--- src/rtl/nrzi_tx_pkg.sv ---
package nrzi_tx_pkg;

  typedef enum logic [2:0] {
    ST_IDLE,
    ST_SYNC,
    ST_DATA,
    ST_TAIL,
    ST_EOP
  } txState_e;

  // Strobes from control to datapath, one set per bit time
  typedef struct packed {
    logic load;    // send bitVal as the next encoded bit
    logic bitVal;  // encoded bit value when load is set
    logic se0;     // drive both lines low
    logic idleJ;   // restore the idle level
    logic oe;      // enable for the coming bit time
  } txStrobe_t;

endpackage

--- src/rtl/nrzi_tx_datapath.sv ---
module nrzi_tx_datapath
  import nrzi_tx_pkg::*;
#(
  parameter int STUFF_RUN = 6
) (
  input  logic      clk,
  input  logic      rstN,
  input  txStrobe_t strb,
  output logic      stuffDue,
  output logic      linePos,
  output logic      lineNeg,
  output logic      lineOe
);

  localparam int RUN_W = $clog2(STUFF_RUN + 1);
  localparam logic [RUN_W-1:0] RUN_LIMIT = RUN_W'(STUFF_RUN);

  logic             lineLvl;
  logic             se0Reg;
  logic             oeReg;
  logic [RUN_W-1:0] onesCnt;

  always_ff @(posedge clk) begin
    if (!rstN) begin
      lineLvl <= 1'b1;
      se0Reg  <= 1'b0;
      oeReg   <= 1'b0;
      onesCnt <= '0;
    end else begin
      oeReg <= strb.oe;
      if (strb.load) begin
        lineLvl <= strb.bitVal ? lineLvl : ~lineLvl;
        se0Reg  <= 1'b0;
        onesCnt <= strb.bitVal ? onesCnt + 1'b1 : '0;
      end else if (strb.se0) begin
        se0Reg <= 1'b1;
      end else if (strb.idleJ) begin
        lineLvl <= 1'b1;
        se0Reg  <= 1'b0;
        onesCnt <= '0;
      end
    end
  end

  assign stuffDue = (onesCnt == RUN_LIMIT);
  assign linePos  = se0Reg ? 1'b0 : lineLvl;
  assign lineNeg  = se0Reg ? 1'b0 : ~lineLvl;
  assign lineOe   = oeReg;

endmodule

--- src/rtl/nrzi_tx_ctrl.sv ---
module nrzi_tx_ctrl
  import nrzi_tx_pkg::*;
#(
  parameter int          SYNC_BITS    = 8,
  parameter logic [7:0]  SYNC_PATTERN = 8'h80,
  parameter int          EOP_SE0      = 2
) (
  input  logic      clk,
  input  logic      rstN,
  input  logic      inValid,
  input  logic      inBit,
  input  logic      inLast,
  input  logic      stuffDue,
  output logic      inReady,
  output txStrobe_t strb
);

  localparam int CNT_W = $clog2(SYNC_BITS + EOP_SE0 + 1);
  localparam logic [CNT_W-1:0] SYNC_LAST = CNT_W'(SYNC_BITS - 1);
  localparam logic [CNT_W-1:0] SE0_LAST  = CNT_W'(EOP_SE0);

  txState_e         state, stateNxt;
  logic [CNT_W-1:0] cnt, cntNxt;
  logic [7:0]       syncShifted;

  assign syncShifted = SYNC_PATTERN >> cnt;

  always_ff @(posedge clk) begin
    if (!rstN) begin
      state <= ST_IDLE;
      cnt   <= '0;
    end else begin
      state <= stateNxt;
      cnt   <= cntNxt;
    end
  end

  always_comb begin
    strb     = '0;
    stateNxt = state;
    cntNxt   = cnt;
    inReady  = 1'b0;
    unique case (state)
      ST_IDLE: begin
        if (inValid) begin
          strb.load   = 1'b1;
          strb.bitVal = SYNC_PATTERN[0];
          strb.oe     = 1'b1;
          stateNxt    = ST_SYNC;
          cntNxt      = CNT_W'(1);
        end
      end
      ST_SYNC: begin
        strb.load   = 1'b1;
        strb.bitVal = syncShifted[0];
        strb.oe     = 1'b1;
        if (cnt == SYNC_LAST) begin
          stateNxt = ST_DATA;
          cntNxt   = '0;
        end else begin
          cntNxt = cnt + 1'b1;
        end
      end
      ST_DATA: begin
        strb.oe = 1'b1;
        if (stuffDue) begin
          strb.load   = 1'b1;
          strb.bitVal = 1'b0;
        end else begin
          inReady = 1'b1;
          if (inValid) begin
            strb.load   = 1'b1;
            strb.bitVal = inBit;
            if (inLast) stateNxt = ST_TAIL;
          end else begin
            strb.se0 = 1'b1;
            stateNxt = ST_EOP;
            cntNxt   = CNT_W'(1);
          end
        end
      end
      ST_TAIL: begin
        strb.oe  = 1'b1;
        stateNxt = ST_EOP;
        if (stuffDue) begin
          strb.load   = 1'b1;
          strb.bitVal = 1'b0;
          cntNxt      = '0;
        end else begin
          strb.se0 = 1'b1;
          cntNxt   = CNT_W'(1);
        end
      end
      ST_EOP: begin
        strb.oe = 1'b1;
        if (cnt < SE0_LAST) begin
          strb.se0 = 1'b1;
          cntNxt   = cnt + 1'b1;
        end else begin
          strb.idleJ = 1'b1;
          stateNxt   = ST_IDLE;
          cntNxt     = '0;
        end
      end
      default: stateNxt = ST_IDLE;
    endcase
  end

endmodule

--- src/rtl/nrzi_stuff_tx.sv ---
module nrzi_stuff_tx
  import nrzi_tx_pkg::*;
#(
  parameter int         SYNC_BITS    = 8,
  parameter logic [7:0] SYNC_PATTERN = 8'h80,
  parameter int         STUFF_RUN    = 6,
  parameter int         EOP_SE0      = 2
) (
  input  logic clk,
  input  logic rstN,
  input  logic inValid,
  input  logic inBit,
  input  logic inLast,
  output logic inReady,
  output logic linePos,
  output logic lineNeg,
  output logic lineOe
);

  txStrobe_t strb;
  logic      stuffDue;

  nrzi_tx_ctrl #(
    .SYNC_BITS   (SYNC_BITS),
    .SYNC_PATTERN(SYNC_PATTERN),
    .EOP_SE0     (EOP_SE0)
  ) u_ctrl (
    .clk     (clk),
    .rstN    (rstN),
    .inValid (inValid),
    .inBit   (inBit),
    .inLast  (inLast),
    .stuffDue(stuffDue),
    .inReady (inReady),
    .strb    (strb)
  );

  nrzi_tx_datapath #(
    .STUFF_RUN(STUFF_RUN)
  ) u_dp (
    .clk     (clk),
    .rstN    (rstN),
    .strb    (strb),
    .stuffDue(stuffDue),
    .linePos (linePos),
    .lineNeg (lineNeg),
    .lineOe  (lineOe)
  );

endmodule

--- config.mk ---
export PLATFORM = sky130hd
export DESIGN_NAME = nrzi_stuff_tx
export DESIGN_NICKNAME = d
export VERILOG_FILES = /design/src/rtl/nrzi_tx_pkg.sv /design/src/rtl/nrzi_tx_datapath.sv /design/src/rtl/nrzi_tx_ctrl.sv /design/src/rtl/nrzi_stuff_tx.sv
export SDC_FILE = /design/constraint.sdc
export NUM_CORES = 1
export LEC_CHECK = 0
export BUFFER_PORTS_ARGS = -buffer_cell sky130_fd_sc_hd__buf_2
export CAP_MARGIN = 20
export CORE_MARGIN = 2
export CORE_UTILIZATION = 30
export DETAILED_ROUTE_END_ITERATION = 7
export REMOVE_ABC_BUFFERS = 1
export SYNTH_ARGS = -nofsm -noshare
export SYNTH_HDL_FRONTEND = slang
export SYNTH_SLANG_ARGS = --single-unit
--- constraint.sdc ---
create_clock -name clk -period 2 [get_ports clk]
set_input_delay 0.5 -clock clk [delete_from_list [all_inputs] [get_ports clk]]
set_output_delay 0.5 -clock clk [all_outputs]
set_load 0.02 [all_outputs]
==> results of run 1 <==
## final timing paths
check	from	to	cells past startpoint
worst max-delay path	u_dp.onesCnt[0]	inReady	5
worst min-delay path	u_dp.onesCnt[1]	u_dp.onesCnt[1]	1
worst max register to register	u_ctrl.state[1]	u_dp.onesCnt[0]	4
worst min register to register	u_dp.onesCnt[1]	u_dp.onesCnt[1]	1
## stage by stage
stage,util (%),worst slack [ns]
floorplan,-,0.225
global placement,33.4,0.358
global route,34.8,0.00950
finish,34.8,0.111
CTS,34.5,0.0322
detailed placement,33.4,0.315
## cells by family after synthesis
family | Yosys count | synth area share (%)
compound gates | 29 | 27.2
fa+ha+maj | 4 | 5.91
buf+inv | 11 | 6.35
flops | 13 | 30.7
simple gates | 47 | 29.8
## layout by cell type (no fill, tap or decap), types with 2 or more instances in the layout
cell      netlist  final
a21oi_1         4      4
a32oi_1         2      2
buf_2           1      7
buf_4           1      2
clkbuf_4        0      3
dfxtp_1        13     13
ha_1            4      3
inv_1           7      7
nand2_1         8      8
nand2b_1        3      3
nand3_1         4      4
nand4_1         2      2
nor2_1         13     13
nor2b_1         4      4
nor4_1          3      3
o21ai_0         6      6
o22ai_1         2      2
or3_1           2      2
or3b_4          2      2
## critical path, stage by stage (launching register included)
cell	delay (ns)
dfxtp_1	0.34
inv_1	0.06
ha_2	0.20
a21bo_2	0.24
nor3_2	0.10
buf_4	0.16
## metal layers
metal	GRT usage [%]	vias to the layer above	share of wire, %
met4	3.32	0	0.21
met1	18.2	380	47
li1	-	398	-
met5	0	-	0
met3	5.44	2	6.1
met2	20.7	24	46
## area by class of cell
class	instances	area [um^2]	share of cell area (%)
Clock buffer	4	26.3	2.79
Inverter	7	26.3	2.79
Multi-Input combinational cell	80	541	57.4
Sequential cell	13	260	27.6
Tap cell	31	38.8	4.12
Timing Repair Buffer	9	50.0	5.31
## registers in the layout, indices dropped and copies added, names as in the netlist
register,flops
u_dp.se0Reg,1
u_ctrl.state,3
u_dp.lineOe,1
u_ctrl.cnt,4
u_dp.onesCnt,3
u_dp.lineLvl,1
## power by group through the flow
stage / Clock (uW) / Combinational, uW / Sequential, uW
floorplan: 0 / 440 / 393
global placement: 0 / 594 / 385
detailed placement: 0 / 603 / 388
CTS: 179 / 605 / 382
global route: 193 / 680 / 396
finish: 174 / 617 / 383
==> impl_metrics.env, run 1 <==
export IMPL_status="complete, no violations"
export IMPL_hp_class="reg -> reg"
export IMPL_num_fill_cells=297
export IMPL_leakagePower_uw=0.000370
export IMPL_tightest_slew_ns=0.537
export IMPL_start_kind="register"
export IMPL_drive_above_1_share_pct=21.2
export IMPL_num_nets_final=123
export IMPL_routed_wirelength_um=1940
export IMPL_syn_area_per_cell_um2=8.14
export IMPL_fin_worst_skew_ns=0.00125
export IMPL_slew_headroom_pct=63.8
export IMPL_slew_viol_final=0
export IMPL_cts_tree="built"
export IMPL_synth_edf_count=0
export IMPL_row_count=19
export IMPL_hold_ws_ns=0.501
export IMPL_root_buffer="clkbuf_4"
export IMPL_core_area_um2=2710
export IMPL_cts_resized=1
export IMPL_die_w_um=57.1
export IMPL_synth_top_cell_by_area="dfxtp_1"
export IMPL_syn_inst=104
export IMPL_grt_antenna_before_repair=0
export IMPL_cp_required_ns=1.50
export IMPL_synth_common_cells="13 x dfxtp_1, 13 x nor2_1, 8 x nand2_1"
export IMPL_clockPowerShare_pct=14.8
export IMPL_rsz0062_at_grt="false"
export IMPL_vias_per_cell=5.58
export IMPL_post_route_min_period_ns=1.89
export IMPL_numPlacedInstances=140
export IMPL_switching_share_pct=44.0
export IMPL_clk_pin_slew_ns=0.09
export IMPL_drv_cap=0
export IMPL_drcViolationCount=0
export IMPL_placed_area_um2=906
export IMPL_ys_types=41
export IMPL_powerDensity_nw_per_um2=1250
export IMPL_grt_pass1_wl_um=3510
export IMPL_wl_per_cell_um=13.5
export IMPL_max_freq_ghz=0.529
export IMPL_p_int_uw=657
export IMPL_die_area_um2=3260
export IMPL_cp_end_kind="output port"
export IMPL_p_comb_share_pct=52.6
export IMPL_dp_hpwl_um=1460
export IMPL_crit_type="reg -> out"
export IMPL_ir_drop_uv=600
export IMPL_diodes=0
export IMPL_postSynthRegisterBits=13
export IMPL_final_area_um2=942
export IMPL_area_growth_pct=11.2
export IMPL_ys_flop_type="dfxtp_1"
export IMPL_total_power_uw=1170
export IMPL_setup_tns_ns=0
export IMPL_synth_async_reset_ratio_pct=0
export IMPL_start_util_pct=31.3
export IMPL_final_cells=144
export IMPL_ys_top_cells_by_area="dfxtp_1 31%, ha_1 5.9%, nor2_1 5.8%, o21ai_0 3.5%, nand2_1 3.5%"
export IMPL_p_seq_share_pct=32.6
export IMPL_post_cts_buffers=0
export IMPL_track_usage_pct=13.6
export IMPL_finalCritPeriodShare_pct=94.4
export IMPL_drt_initial_drc_count=27
export IMPL_cts_sinks=13
export IMPL_clkLatencyLatePin_ns=0.28
export IMPL_hold_viol=0
export IMPL_grt_overflow_total=0
export IMPL_dr_pass1_iters=5
export IMPL_synth_top_area_share_pct=30.7
export IMPL_synth_area_um2=847
export IMPL_rrSetupSlack_ns=0.33
export IMPL_setup_viol=0
export IMPL_ios=9
export IMPL_arrival_ns=1.39
export IMPL_ys_seq_area_share_pct=30.7
export IMPL_grt_pass1_vias=787
export IMPL_vias=804
export IMPL_path_max_fanout=3
export IMPL_cts_inserted_buffers=3
export IMPL_clock_path_buffers=2
export IMPL_die_h_um=57.1
export IMPL_place_gp_congestion=0.834
export IMPL_p_sw_uw=517
export IMPL_synth_warnings=0
export IMPL_port_buffers=8
export IMPL_htreeDepth=1
export IMPL_grt_max_degree=13
export IMPL_ant_nets=0
export IMPL_cts_hold_buf=0
No activity file was read; power rests on OpenSTA's default activity.
==> inputs of run 2 (changes only) <==
CORE_MARGIN = default   (was 2)
==> run 2 against run 1 <==
Total power down 0.79%. Register-to-register slack better by 0.02 ns. Cell count down 0.69%. Non-clock buffer count unchanged. Setup slack worse by 0.0039 ns. Clock power down 4%.
==> impl_metrics.env, run 2 (synthesis results as in run 1) <==
export IMPL_status="complete, no violations"
export IMPL_ff2ff_path_depth=4
export IMPL_cp_required_ns=1.50
export IMPL_finalCritPeriodShare_pct=94.6
export IMPL_num_nets_final=123
export IMPL_max_flop_register="u_ctrl.cnt"
export IMPL_dr_pass1_iters=4
export IMPL_clkLatencyLatePin_ns=0.28
export IMPL_setup_tns_ns=0
export IMPL_setup_viol=0
export IMPL_die_area_um2=3040
export IMPL_grt_antenna_before_repair=0
export IMPL_fin_worst_skew_ns=0.00181
export IMPL_grt_overflow_total=0
export IMPL_ios=9
export IMPL_r2r_end="u_ctrl.cnt[0]"
export IMPL_slew_headroom_pct=66.4
export IMPL_p_int_uw=657
export IMPL_wl_per_cell_um=13.0
export IMPL_clk_pin_slew_ns=0.08
export IMPL_grt_pass1_wl_um=3000
export IMPL_cp_endpoint="inReady"
export IMPL_largest_register_ffs=4
export IMPL_worstReg2RegStart="u_ctrl.state[2]"
export IMPL_htreeDepth=1
export IMPL_tightest_slew_ns=0.500
export IMPL_die_w_um=55.1
export IMPL_clock_path_buffers=2
export IMPL_path_max_fanout=3
export IMPL_grt_max_degree=13
export IMPL_switching_share_pct=43.6
export IMPL_p_seq_share_pct=33.4
export IMPL_diodes=0
export IMPL_row_count=18
export IMPL_hold_viol=0
export IMPL_ant_nets=0
export IMPL_port_buffers=8
export IMPL_final_cell_mix="13 x nor2_1, 12 x dfxtp_1, 8 x nand2_1"
export IMPL_dp_hpwl_um=1410
export IMPL_m1WireLength_um=1010
export IMPL_post_route_min_period_ns=1.89
export IMPL_rsz0062_at_grt="false"
export IMPL_start_kind="register"
export IMPL_crit_type="reg -> out"
export IMPL_met2WireLength_um=758
export IMPL_arrival_ns=1.39
export IMPL_place_gp_congestion=0.822
export IMPL_hold_ws_ns=0.510
export IMPL_grt_pass1_vias=651
export IMPL_die_h_um=55.1
export IMPL_routed_wirelength_um=1850
export IMPL_drcViolationCount=0
export IMPL_final_cells=143
export IMPL_powerDensity_nw_per_um2=1230
export IMPL_p_sw_uw=508
export IMPL_slew_viol_final=0
export IMPL_cts_inserted_buffers=3
export IMPL_drv_cap=0
export IMPL_numPlacedInstances=139
export IMPL_rrSetupSlack_ns=0.35
export IMPL_cts_tree="built"
export IMPL_clockPowerShare_pct=14.4
export IMPL_max_freq_ghz=0.528
export IMPL_highest_layer="met4"
export IMPL_ir_drop_uv=796
export IMPL_largestRegisters="u_ctrl.cnt: 4 flops, u_ctrl.state: 3 flops, u_dp.onesCnt: 3 flops"
export IMPL_track_usage_pct=14.4
export IMPL_drive_above_1_share_pct=23.0
export IMPL_root_buffer="clkbuf_4"
export IMPL_p_comb_share_pct=52.2
export IMPL_vias=772
export IMPL_drt_initial_drc_count=16
export IMPL_area_growth_pct=11.4
export IMPL_cp_startpoint="u_dp.onesCnt[0]"
export IMPL_layout_commonest_cell="nor2_1"
export IMPL_hp_class="reg -> reg"
export IMPL_cp_end_kind="output port"
export IMPL_core_area_um2=2570
export IMPL_wl_met3_um=77
export IMPL_cts_sinks=13
export IMPL_vias_per_cell=5.40
export IMPL_leakagePower_uw=0.000373
export IMPL_start_util_pct=33.0
[run 2: power groups by stage]
stage,Sequential (uW),Clock (uW),Combinational [uW]
after floorplan,393,0,440
after detailed placement,390,0,591
final,389,167,608
after global routing,399,185,675
after CTS,384,177,596
after global placement,390,0,588
[run 2: routing by layer]
metal | track usage, % | up-vias
met1 | 20.5 | 360
met2 | 19.1 | 14
met5 | 0 | -
met3 | 5.74 | 2
met4 | 5.00 | 0
li1 | - | 396
[run 2: stage by stage]
step,utilization (%),instance area (um^2),setup slack [ns],power (uW)
floorplan,-,820,0.225,833
global placement,35.2,905,0.355,977
detailed placement,35.2,905,0.332,981
CTS,36.3,932,0.0131,1160
global route,36.7,943,0.0194,1260
finish,36.7,943,0.107,1160
[run 2: cell type report]
| cell class | instances | area, um^2 |
|---|---|---|
| fillers | 285 | 1620 |
| multi-input cells | 80 | 541 |
| flip-flops and latches | 13 | 262 |
| repair buffers | 9 | 50.0 |
| well taps | 30 | 37.5 |
| inverters | 7 | 26.3 |
| clock buffers | 3 | 22.5 |
| clock inverters | 1 | 5.00 |
[run 2: worst min path at each step]
stage	start	endpoint	slack, ns	cells past startpoint
after floorplan	u_dp.onesCnt[1]	u_dp.onesCnt[1]	0.46	1
after global placement	u_dp.onesCnt[1]	u_dp.onesCnt[1]	0.49	1
after detailed placement	u_dp.onesCnt[1]	u_dp.onesCnt[1]	0.50	1
after CTS	u_dp.onesCnt[1]	u_dp.onesCnt[1]	0.51	1
after global routing	u_dp.onesCnt[1]	u_dp.onesCnt[1]	0.52	1
final	u_dp.onesCnt[1]	u_dp.onesCnt[1]	0.51	1
[run 2: critical path, cell delays in order, from the launching register on]
cell and delay (ns):
dfxtp_1 0.34, inv_1 0.06, ha_2 0.20, a21bo_2 0.24, nor3_2 0.11, buf_4 0.16
[run 2: repair_timing]
| action | in CTS | in global routing |
|---|---|---|
| setup endpoints to repair | 0 | 1 |
| gates resized for setup | 0 | 4 |
| buffers inserted | 0 | 0 |
| hold buffers | 0 | 0 |
